## config.mk

```make
export PLATFORM = sky130hd
export DESIGN_NAME = cfg_frame_monitor
export DESIGN_NICKNAME = d
export VERILOG_FILES = /design/src/rtl/cfm_pkg.sv /design/src/rtl/cfm_bit_order.sv /design/src/rtl/cfm_sync_det.sv /design/src/rtl/cfm_end_det.sv /design/src/rtl/cfg_frame_monitor.sv
export SDC_FILE = /design/constraint.sdc
export NUM_CORES = 1
export LEC_CHECK = 0
export BUFFER_PORTS_ARGS = -buffer_cell sky130_fd_sc_hd__buf_2
export CAP_MARGIN = 20
export CORE_ASPECT_RATIO = 0.9
export CORE_UTILIZATION = 60
export DETAILED_ROUTE_END_ITERATION = 10
export PLACE_DENSITY = 0.85
export SKIP_CTS_REPAIR_TIMING = 1
export SLEW_MARGIN = 20
export SYNTH_ARGS = -nofsm -noshare
export SYNTH_HDL_FRONTEND = slang
export SYNTH_HIERARCHICAL = 1
export SYNTH_SLANG_ARGS = --single-unit
```

## constraint.sdc

```tcl
create_clock -name clk_i -period 4.2 [get_ports clk_i]
set_input_delay 0.42 -clock clk_i [delete_from_list [all_inputs] [get_ports clk_i]]
set_output_delay 0.42 -clock clk_i [all_outputs]
set_load 0.05 [all_outputs]
```

## src/rtl/cfm_pkg.sv

```systemverilog
package cfm_pkg;
  localparam int BYTE_W       = 8;
  localparam int SYNC_LEN     = 8;
  localparam int SYNC_PRE_LEN = 4;  // leading all-ones bytes
  localparam logic [8*SYNC_LEN-1:0] SYNC_SEQ = 64'hFFFF_FFFF_AA99_5566;
  localparam int END_WORD_LEN = 4;
  localparam logic [8*END_WORD_LEN-1:0] END_WORD = 32'h2000_0000;

  function automatic logic [BYTE_W-1:0] sync_byte(input int k);
    return SYNC_SEQ[8*SYNC_LEN-1-8*k -: 8];
  endfunction

  function automatic logic [BYTE_W-1:0] end_byte(input int k);
    return END_WORD[8*END_WORD_LEN-1-8*k -: 8];
  endfunction
endpackage

```

## src/rtl/cfm_bit_order.sv

```systemverilog
module cfm_bit_order #(
  parameter bit REVERSE = 1'b1
) (
  input  logic [7:0] byte_i,
  output logic [7:0] byte_o
);
  if (REVERSE) begin : g_rev
    for (genvar i = 0; i < 8; i++) begin : g_bit
      assign byte_o[i] = byte_i[7-i];
    end
  end else begin : g_pass
    assign byte_o = byte_i;
  end
endmodule

```

## src/rtl/cfm_sync_det.sv

```systemverilog
module cfm_sync_det
  import cfm_pkg::*;
(
  input  logic              clk_i,
  input  logic              rst_ni,
  input  logic              clear_i,
  input  logic              valid_i,
  input  logic [BYTE_W-1:0] byte_i,
  output logic              hit_o
);
  localparam int IDX_W = $clog2(SYNC_LEN);
  localparam logic [IDX_W-1:0] LAST = IDX_W'(SYNC_LEN - 1);
  localparam logic [IDX_W-1:0] PRE  = IDX_W'(SYNC_PRE_LEN);

  logic [IDX_W-1:0] idx_q, idx_d;
  logic match;

  always_comb begin
    match = (byte_i == sync_byte(int'(idx_q)));
    hit_o = valid_i && match && (idx_q == LAST);
    idx_d = idx_q;
    if (valid_i) begin
      if (match)                idx_d = (idx_q == LAST) ? '0 : idx_q + 1'b1;
      else if (byte_i == 8'hFF) idx_d = (idx_q == PRE) ? idx_q : IDX_W'(1);  // extra preamble byte holds
      else                      idx_d = '0;
    end
  end

  always_ff @(posedge clk_i or negedge rst_ni) begin
    if (!rst_ni)      idx_q <= '0;
    else if (clear_i) idx_q <= '0;
    else              idx_q <= idx_d;
  end
endmodule

```

## src/rtl/cfm_end_det.sv

```systemverilog
module cfm_end_det
  import cfm_pkg::*;
#(
  parameter int REPEATS = 4
) (
  input  logic              clk_i,
  input  logic              rst_ni,
  input  logic              clear_i,
  input  logic              valid_i,
  input  logic [BYTE_W-1:0] byte_i,
  output logic              hit_o
);
  localparam int POS_W = $clog2(END_WORD_LEN);
  localparam int REP_W = (REPEATS > 1) ? $clog2(REPEATS) : 1;
  localparam logic [POS_W-1:0] POS_LAST = POS_W'(END_WORD_LEN - 1);
  localparam logic [REP_W-1:0] REP_LAST = REP_W'(REPEATS - 1);

  logic [POS_W-1:0] pos_q, pos_d;
  logic [REP_W-1:0] rep_q, rep_d;
  logic match, word_done;

  // Lead byte appears nowhere else in the word, so a mismatch falls back to 0 or 1.
  always_comb begin
    match     = (byte_i == end_byte(int'(pos_q)));
    word_done = match && (pos_q == POS_LAST);
    hit_o     = valid_i && word_done && (rep_q == REP_LAST);
    pos_d     = pos_q;
    rep_d     = rep_q;
    if (valid_i) begin
      if (match) begin
        pos_d = word_done ? '0 : pos_q + 1'b1;
        if (word_done) rep_d = (rep_q == REP_LAST) ? '0 : rep_q + 1'b1;
      end else begin
        rep_d = '0;
        pos_d = (byte_i == end_byte(0)) ? POS_W'(1) : '0;
      end
    end
  end

  always_ff @(posedge clk_i or negedge rst_ni) begin
    if (!rst_ni) begin
      pos_q <= '0;
      rep_q <= '0;
    end else if (clear_i) begin
      pos_q <= '0;
      rep_q <= '0;
    end else begin
      pos_q <= pos_d;
      rep_q <= rep_d;
    end
  end
endmodule

```

## src/rtl/cfg_frame_monitor.sv

```systemverilog
module cfg_frame_monitor
  import cfm_pkg::*;
#(
  parameter int CNT_W        = 24,
  parameter bit REVERSE_BITS = 1'b1,
  parameter int END_REPEATS  = 4
) (
  input  logic             clk_i,
  input  logic             rst_ni,
  input  logic             clear_i,
  input  logic             valid_i,
  input  logic [7:0]       byte_i,
  output logic             sync_found_o,
  output logic             end_found_o,
  output logic [CNT_W-1:0] payload_cnt_o,
  output logic             error_o
);
  localparam logic [CNT_W-1:0] CNT_MAX = {CNT_W{1'b1}};

  logic [7:0] norm_byte;
  logic sync_hit, end_hit;
  logic in_frame_q;
  logic sync_q, end_q, err_q;
  logic [CNT_W-1:0] cnt_q;

  cfm_bit_order #(.REVERSE(REVERSE_BITS)) i_bit_order (
    .byte_i (byte_i),
    .byte_o (norm_byte)
  );

  cfm_sync_det i_sync_det (
    .clk_i   (clk_i),
    .rst_ni  (rst_ni),
    .clear_i (clear_i),
    .valid_i (valid_i),
    .byte_i  (norm_byte),
    .hit_o   (sync_hit)
  );

  cfm_end_det #(.REPEATS(END_REPEATS)) i_end_det (
    .clk_i   (clk_i),
    .rst_ni  (rst_ni),
    .clear_i (clear_i),
    .valid_i (valid_i),
    .byte_i  (norm_byte),
    .hit_o   (end_hit)
  );

  always_ff @(posedge clk_i or negedge rst_ni) begin
    if (!rst_ni) begin
      in_frame_q <= 1'b0;
      sync_q     <= 1'b0;
      end_q      <= 1'b0;
      err_q      <= 1'b0;
      cnt_q      <= '0;
    end else if (clear_i) begin
      in_frame_q <= 1'b0;
      sync_q     <= 1'b0;
      end_q      <= 1'b0;
      err_q      <= 1'b0;
      cnt_q      <= '0;
    end else begin
      sync_q <= sync_hit;
      end_q  <= end_hit;
      if (sync_hit) begin
        cnt_q      <= '0;
        in_frame_q <= 1'b1;
        if (in_frame_q) err_q <= 1'b1;  // restart without end
      end else if (valid_i && in_frame_q) begin
        if (cnt_q != CNT_MAX) cnt_q <= cnt_q + 1'b1;
        if (end_hit) in_frame_q <= 1'b0;
      end
      if (end_hit && !in_frame_q) err_q <= 1'b1;  // end without sync
    end
  end

  assign sync_found_o  = sync_q;
  assign end_found_o   = end_q;
  assign payload_cnt_o = cnt_q;
  assign error_o       = err_q;
endmodule

```

==> run_results.csv, run 1 <==
group,metric,value,unit
setup_path,critPathCaptureType,"register",
floorplan,die_area,3975,um2
global_route,grt_pass1_wl,7.914,mm
detailed_routing,first_pass_iters,4,
place,portBuffers,38,
setup_path,slowest_delay,0.74,ns
power_and_ir_drop,p_int,0.4959,mW
cells_and_area,area_delta_synth_final,11.86,%
clock_network,cts_tree,"built",
synth,synth-seq-area-share,39.17,%
sta,min_period_over_period,62.79,%
synth,synth_nets,261,
clock_network,cts_made_buffers,5,
power_and_ir_drop,netSwitchingFraction,23.36,%
floorplan,placementRows,20,
synth,syn_area,2236,um2
place,place.gp.congestion,0.9005,
setup_path,crit_path_cell_trace,"inv_1 -> ha_1 -> nand2b_1 -> mux2i_1 -> nor4_1 -> or2_2 -> nor2_1",
power_and_ir_drop,power_density,258.7,nW/um2
setup_path,ff2ff_path_depth,7,
power_and_ir_drop,leakage,1.095,nW
setup_path,r2r_setup_slack,1.56,ns
clock_network,clk_latency,0.30,ns
setup_path,rr_endpoint,"payload_cnt_o[5]",
place,hpwl,3.514,mm
detailed_routing,postRouteAntennaNets,0,
clock_network,clk_pin_slew_worst_paths,0.07,ns
synth,async_flop_share,100.0,%
synth,yosysMostFrequentCell,"dfrtp_1",
global_route,grt_util_met3,6.489,%
setup_path,cp.arrival,2.79,ns
place,place_area,2391,um2
power_and_ir_drop,power.share.clock,42.5,%
synth,synthCells,242,
detailed_routing,drcViolationCount,0,
clock_network,cts_max_level,2,
clock_network,clockRootBuffer,"clkbuf_8",
sta,relSlewSlack,44.37,%
setup_path,slowest_stage,"nor4_1",
detailed_routing,drt-initial-drc-count,167,
floorplan,io_pins,39,
sta,fmax,379.2,MHz
clock_network,clock_path_buffers,2,
outcome,status,"finished clean",
setup_path,cp.required,4.36,ns
cells_and_area,final_area,2501,um2
sta,worst_slew_pin_slew,0.8268,ns
cells_and_area,nets,293,
power_and_ir_drop,ir_worst_vdd,0.2377,mV
sta,skew,0.01059,ns
setup_path,start_kind,"register",
floorplan,die_y,59.91,um
global_route,grt_max_degree,36,
synth,synth_commonest_cells,"dfrtp_1 (35), nor2_1 (25), nand2_1 (16)",
global_route,antenna_found_initial,0,
sta,grt_setup_unrepaired,"false",
global_route,use_met2,38.92,%
synth,synth_area_per_cell,9.239,um2
sta,final_max_slew_viol_count,0,
sta,fin_crit,2.637,ns
detailed_routing,drt-total-wl,4.752,mm
synth,ys_top_cells_by_area,"dfrtp_1 (39%), nor2_1 (4.2%), ha_1 (3.9%)",
floorplan,core,3478,um2
synth,yosysWarningCount,6,
floorplan,fp.dieW,66.35,um
global_route,gr-total-overflow,0,
synth,synth_flop_cell,"dfrtp_1",
job,maxCapViolations,0,
detailed_routing,num_vias,1925,
sta,hold_viol,0,
setup_path,critPathMaxFanout,22,
synth,synth_cell_types,47,
synth,synth_top_area_share,39.17,%
synth,synth_edf_count,0,
power_and_ir_drop,comb_power_share,5.5,%
global_route,grt.busiest_layer,"met1",
clock_network,clkSinkCount,35,
floorplan,floorplan.initialDensity,64.28,%
sta,setup_viol,0,
synth,yosys.area.top_type,"dfrtp_1",
setup_path,r2r-start,"i_sync_det/idx_q[1]",
cells_and_area,diodes,0,
worst_hold_path,worstHoldPathType,"primary input to asynchronous set/reset pin",
global_route,gr-usage-met1,40.02,%
detailed_routing,wl_per_cell,14.90,um
global_route,grt_pass1_vias,1722,
power_and_ir_drop,p_sw,0.1512,mW
cells_and_area,fillers,284,
synth,synth-seq-cells,35,
power_and_ir_drop,pwr-share-seq,52.1,%
setup_path,path_class,"register to register",
detailed_routing,viasPerCell,6.034,
cells_and_area,drive_above_1_share,21.45,%
sta,tns,0,ns
global_route,track_usage,26.99,%
-- flip-flops by register name (all words and copies together) (netlist names) --
name and cells:
end_found_o 1, error_o 1, i_end_det/pos_q 2, i_end_det/rep_q 2, i_sync_det/idx_q 3, in_frame_q 1, payload_cnt_o 24, sync_found_o 1
-- per-layer routing --
layer / routed length [um] / share of wire, % / vias to the layer above
li1: - / - / 950
met5: 0 / 0 / -
met1: 2394 / 50 / 918
met4: 60 / 1.3 / 0
met2: 2038 / 43 / 49
met3: 259 / 5.5 / 8
-- worst max-delay path: cells and delay by family, from the launching register on --
kind	cells	cell delay, ns
DFF	1	0.41
and+or+nand+nor	4	1.54
buffers and inverters	1	0.06
muxes	1	0.17
adders and majority gates	1	0.32
-- cell families after synthesis --
logic type | Yosys count | synth area share [%]
simple gates | 116 | 29.44
compound gates | 42 | 13.54
flops | 35 | 39.17
buf+inv | 21 | 5.372
xor+xnor | 16 | 6.267
fa+ha+maj | 8 | 4.421
mux | 4 | 1.791
-- how the worst max path moves through the flow --
stage	to	slack (ns)	startpoint
after floorplan	payload_cnt_o[0]	1.78	i_sync_det/idx_q[1]
after global placement	payload_cnt_o[22]	1.75	i_sync_det/idx_q[1]
after detailed placement	payload_cnt_o[22]	1.57	i_sync_det/idx_q[1]
after CTS	payload_cnt_o[22]	1.59	i_sync_det/idx_q[1]
after global routing	payload_cnt_o[20]	1.33	i_sync_det/idx_q[1]
final	payload_cnt_o[5]	1.56	i_sync_det/idx_q[1]
-- power groups by stage --
| stage | combinational, mW | sequential [mW] | clock [mW] |
|---|---|---|---|
| final | 0.0355 | 0.337 | 0.275 |
| after global routing | 0.0397 | 0.337 | 0.291 |
| after CTS | 0.0355 | 0.337 | 0.277 |
| after detailed placement | 0.0354 | 0.343 | 0 |
| after global placement | 0.0353 | 0.343 | 0 |
| after floorplan | 0.0228 | 0.344 | 0 |
-- per-stage QoR --
step | power [mW] | instances | worst slack (ns) | hold WS [ns] | utilization, %
4_1_cts | 0.6495 | 319 | 1.586 | 0.2097 | 71.73
5_1_grt | 0.6670 | 319 | 1.331 | 0.2531 | 71.91
2_1_floorplan | 0.3664 | 242 | 1.784 | 0.1244 | -
6_report | 0.6471 | 319 | 1.563 | 0.1965 | 71.91
3_3_place_gp | 0.3787 | 311 | 1.750 | 0.4963 | 68.74
3_5_place_dp | 0.3789 | 311 | 1.572 | 0.5171 | 68.74
-- placed cells by master (no fill, tap or decap), drive strengths merged, types with 4 or more instances in the layout --
cell	netlist	layout
a211oi	7	7
a21oi	9	9
and2	4	4
buf	11	38
clkbuf	2	7
dfrtp	35	35
ha	7	7
inv	8	8
mux2i	4	4
nand2	16	16
nand3	14	14
nand4	11	11
nor2	26	26
nor2b	4	4
nor3	7	7
nor4	7	7
o211ai	7	7
o21ai	6	6
o31ai	6	6
or3	9	9
xnor2	10	10
xor2	6	6
-- final cells by class --
type / instances / area, um2 / area share (%)
clock inverters: 1 / 7.507 / 0.3001
flip-flops and latches: 35 / 875.8 / 35.02
multi-input cells: 186 / 1246 / 49.83
well taps: 44 / 55.05 / 2.201
repair buffers: 38 / 190.2 / 7.604
inverters: 8 / 30.03 / 1.201
clock buffers: 7 / 96.34 / 3.852
Power figures use the tool's default switching activity.
==> run 2: changes to the inputs <==
CORE_UTILIZATION = 56   (was 60)
PLACE_DENSITY = 0.8   (was 0.85)
clock period = 2.6 ns   (was 4.2 ns; I/O delays follow)
==> run_results.csv, run 2 (synthesis results as in run 1) <==
group,metric,value,unit
sta,fmax,425.2,MHz
sta,skew,0.004955,ns
place,portBuffers,38,
global_route,track_usage,26.70,%
sta,layout_setup_ws,0.2483,ns
setup_path,path_class,"register to register",
setup_path,r2r_setup_slack,0.25,ns
sta,hold_ws,0.03086,ns
global_route,grt_pass1_wl,8.224,mm
setup_path,critPathCaptureType,"register",
cells_and_area,nets,295,
setup_path,rr_endpoint,"payload_cnt_o[7]",
clock_network,clk_pin_slew_worst_paths,0.07,ns
outcome,status,"finished clean",
floorplan,io_pins,39,
detailed_routing,num_vias,1924,
cells_and_area,drive_above_1_share,20.73,%
cells_and_area,layout_common_cells,"buf_2 (38), dfrtp_1 (35), nor2_1 (25)",
setup_path,cp.arrival,2.51,ns
place,place_area,2409,um2
setup_path,critPathMaxFanout,11,
detailed_routing,drt-initial-drc-count,170,
global_route,grt_pass1_vias,1769,
sta,tns,0,ns
power_and_ir_drop,power,0.9574,mW
power_and_ir_drop,leakage,1.092,nW
sta,hold_viol,0,
global_route,antenna_found_initial,0,
cells_and_area,layout_commonest_cell,"buf_2",
detailed_routing,postRouteAntennaNets,0,
clock_network,clkSinkCount,35,
floorplan,die_y,61.95,um
detailed_routing,wl_per_cell,15.11,um
setup_path,r2r-start,"payload_cnt_o[8]",
place,pre_cts_slack,0.3172,ns
sta,fin_crit,2.352,ns
detailed_routing,drcViolationCount,0,
clock_network,clk_latency,0.29,ns
cells_and_area,final_util,66.03,%
worst_hold_path,worstHoldPathType,"primary input to asynchronous set/reset pin",
sta,final_max_slew_viol_count,0,
sta,min_period_over_period,90.45,%
floorplan,die_area,4250,um2
floorplan,floorplan.initialDensity,59.51,%
global_route,grt_max_degree,36,
sta,worst_slew_pin_slew,0.7351,ns
setup_path,cp.required,2.76,ns
place,place.gp.congestion,0.8383,
power_and_ir_drop,ir_worst_vdd,0.2740,mV
detailed_routing,first_pass_iters,4,
clock_network,clock_path_buffers,2,
setup_path,ff2ff_path_depth,5,
sta,relSlewSlack,50.99,%
sta,setup_viol,0,
floorplan,core,3757,um2
setup_path,crit_end,"payload_cnt_o[7]",
cells_and_area,final_area,2481,um2
power_and_ir_drop,power_density,385.9,nW/um2
place,hpwl,3.519,mm
place,dp_cells,315,
cells_and_area,diodes,0,
detailed_routing,drt-total-wl,4.851,mm
setup_path,crit_path_start,"payload_cnt_o[8]",
cells_and_area,area_delta_synth_final,10.97,%
clock_network,cts_made_buffers,5,
sta,grt_setup_unrepaired,"false",
cells_and_area,largest_reg_flops,24,
job,maxCapViolations,0,
clock_network,clockRootBuffer,"clkbuf_8",
clock_network,cts_tree,"built",
setup_path,start_kind,"register",
global_route,gr-total-overflow,0,
clock_network,cts_max_level,2,
floorplan,fp.dieW,68.61,um
detailed_routing,viasPerCell,5.994,
floorplan,placementRows,21,
cells_and_area,layout.cells.non_filler,321,
[run 2: changes by cell type in the layout (fill, tap and decap cells not counted), sizes merged]
cell / change
buf: +2
clkinvlp: -1
clkbuf: -1
[run 2: worst max-delay path, cell delays in order, from the launching register on]
cell	delay, ns
dfrtp_1	0.45
nand3_1	0.24
or4_1	0.76
o211ai_2	0.51
xnor2_1	0.22
nor2_2	0.05
[run 2: report_power, final]
| group | internal, mW | switching (mW) | leakage, nW |
|---|---|---|---|
| logic | 0.0160 | 0.0408 | 0.566 |
| registers | 0.545 | 0.0000653 | 0.489 |
| clock network | 0.178 | 0.178 | 0.0371 |
| total | 0.739 | 0.218 | 1.09 |
[run 2: how the worst min path moves through the flow]
| stage | to | slack (ns) | cells past startpoint |
|---|---|---|---|
| detailed placement | i_sync_det/idx_q[2] | 0.37 | 1 |
| CTS | i_sync_det/idx_q[2] | 0.06 | 1 |
| global route | payload_cnt_o[14] | 0.11 | 1 |
| global placement | i_sync_det/idx_q[2] | 0.38 | 1 |
| floorplan | end_found_o | -0.04 | 0 |
| finish | payload_cnt_o[2] | 0.03 | 1 |
[run 2: metal layers]
metal / GRT usage [%] / routed length (um) / vias to the layer above
li1: - / - / 952
met1: 37.11 / 2389 / 930
met2: 42.30 / 2203 / 35
met3: 5.109 / 191 / 7
met4: 8.036 / 68 / 0
met5: 0 / 0 / -
[run 2: layout make-up]
type | instances | area, um2
fillers | 329 | 1276
multi-input cells | 186 | 1240
flip-flops and latches | 35 | 875.8
repair buffers | 40 | 205.2
clock buffers | 6 | 72.57
well taps | 46 | 57.56
inverters | 8 | 30.03
==> run 3: changes to the inputs <==
CTS_BUF_LIST = sky130_fd_sc_hd__clkbuf_8 sky130_fd_sc_hd__clkbuf_16   (was not set)
==> run_results.csv, run 3 (synthesis results as in run 1) <==
group,metric,value,unit
worst_hold_path,worstHoldPathType,"primary input to asynchronous set/reset pin",
power_and_ir_drop,power.share.clock,36.9,%
power_and_ir_drop,p_sw,0.2188,mW
cells_and_area,drive_above_1_share,20.73,%
place,portBuffers,38,
sta,fmax,425.2,MHz
setup_path,rr_endpoint,"payload_cnt_o[7]",
place,hpwl,3.519,mm
setup_path,critPathMaxFanout,11,
detailed_routing,postRouteAntennaNets,0,
floorplan,placementRows,21,
cells_and_area,diodes,0,
sta,grt_setup_unrepaired,"false",
setup_path,critPathCaptureType,"register",
detailed_routing,viasPerCell,6.000,
clock_network,clk_pin_slew_worst_paths,0.07,ns
floorplan,die_area,4250,um2
sta,hold_viol,0,
power_and_ir_drop,netSwitchingFraction,22.94,%
setup_path,r2r-start,"payload_cnt_o[8]",
sta,final_max_slew_viol_count,0,
global_route,gr-total-overflow,0,
floorplan,io_pins,39,
clock_network,cts_made_buffers,5,
sta,setup_viol,0,
power_and_ir_drop,ir_worst_vdd,0.2740,mV
setup_path,crit_path_start,"payload_cnt_o[8]",
setup_path,ff2ff_path_depth,5,
job,maxCapViolations,0,
floorplan,floorplan.initialDensity,59.51,%
setup_path,r2r_setup_slack,0.25,ns
clock_network,clkSinkCount,35,
setup_path,start_kind,"register",
global_route,antenna_found_initial,0,
clock_network,clock_path_buffers,2,
cells_and_area,largest_reg_flops,24,
place,place.gp.congestion,0.8383,
power_and_ir_drop,leakage,1.096,nW
cells_and_area,layout_common_cells,"buf_2 (38), dfrtp_1 (35), nor2_1 (25)",
detailed_routing,drcViolationCount,0,
cells_and_area,multi_input_area,1240,um2
power_and_ir_drop,p_int,0.7349,mW
cells_and_area,seq_area,875.8,um2
clock_network,clockRootBuffer,"clkbuf_8",
setup_path,cp.arrival,2.51,ns
setup_path,cp.required,2.76,ns
clock_network,clk_latency,0.29,ns
power_and_ir_drop,power_density,384.4,nW/um2
detailed_routing,first_pass_iters,4,
sta,tns,0,ns
clock_network,cts_max_level,2,
setup_path,slowest_stage,"or4_1",
global_route,grt_pass1_vias,1769,
detailed_routing,drt-total-wl,4.853,mm
cells_and_area,area_delta_synth_final,10.97,%
global_route,grt_pass1_wl,8.224,mm
cells_and_area,fillers,329,
sta,worst_slew_pin_slew,0.7352,ns
outcome,status,"finished clean",
sta,relSlewSlack,50.99,%
cells_and_area,layout_commonest_cell,"buf_2",
global_route,grt_max_degree,36,
floorplan,fp.dieW,68.61,um
floorplan,core,3757,um2
clock_network,cts_tree,"built",
detailed_routing,drt-initial-drc-count,166,
setup_path,slowest_delay,0.76,ns
setup_path,crit_path_cell_trace,"nand3_1 -> or4_1 -> o211ai_2 -> xnor2_1 -> nor2_2",
power_and_ir_drop,pwr-share-seq,57.1,%
sta,fin_crit,2.352,ns
power_and_ir_drop,comb_power_share,6.0,%
sta,skew,0.004512,ns
detailed_routing,wl_per_cell,15.12,um
global_route,track_usage,26.70,%
floorplan,die_y,61.95,um
setup_path,path_class,"register to register",
cells_and_area,nets,295,
sta,min_period_over_period,90.45,%
sta,hold_ws,0.03111,ns
detailed_routing,num_vias,1926,
-- run 3: cell type report --
type	instances	share of cell area, %
Clock buffer	5	2.774
Clock inverter	1	0.1513
Inverter	8	1.210
Multi-Input combinational cell	186	49.97
Sequential cell	35	35.30
Tap cell	46	2.320
Timing Repair Buffer	40	8.270
-- run 3: worst max-delay path by stage --
stage / to / slack (ns) / depth (start not counted)
floorplan: payload_cnt_o[0] / 0.18 / 9
global placement: payload_cnt_o[11] / 0.38 / 5
detailed placement: payload_cnt_o[11] / 0.32 / 6
CTS: payload_cnt_o[7] / 0.29 / 6
global route: payload_cnt_o[11] / 0.10 / 6
finish: payload_cnt_o[7] / 0.25 / 5
-- run 3: critical path, delay by kind of cell (launching register included) --
family / cells / cell delay, ns
simple gates: 3 / 1.05
xor+xnor: 1 / 0.22
flops: 1 / 0.45
compound gates: 1 / 0.51
-- run 3: routing by layer --
layer  vias to the layer above  routed length, um  track usage (%)
met3                         7                191            5.109
met4                         0                 68            8.036
met2                        35               2206            42.30
met1                       932               2387            37.11
li1                        952                  -                -
met5                         -                  0                0
-- run 3: power by group through the flow --
| stage | Sequential (mW) | Combinational [mW] | Clock (mW) |
|---|---|---|---|
| 2_1_floorplan | 0.555 | 0.0369 | 0 |
| 3_3_place_gp | 0.555 | 0.0569 | 0 |
| 3_5_place_dp | 0.555 | 0.0579 | 0 |
| 4_1_cts | 0.545 | 0.0577 | 0.359 |
| 5_1_grt | 0.544 | 0.0644 | 0.377 |
| 6_report | 0.545 | 0.0568 | 0.352 |
-- run 3: stage by stage --
stage	utilization [%]	cell area [um2]	power [mW]	setup WS (ns)	std cells
finish	66.03	2481	0.9537	0.2483	321
global route	66.03	2481	0.9860	0.1013	321
CTS	66.03	2481	0.9609	0.2880	321
detailed placement	64.10	2409	0.6127	0.3172	315
global placement	64.10	2409	0.6116	0.3826	315
floorplan	-	2236	0.5918	0.1845	242
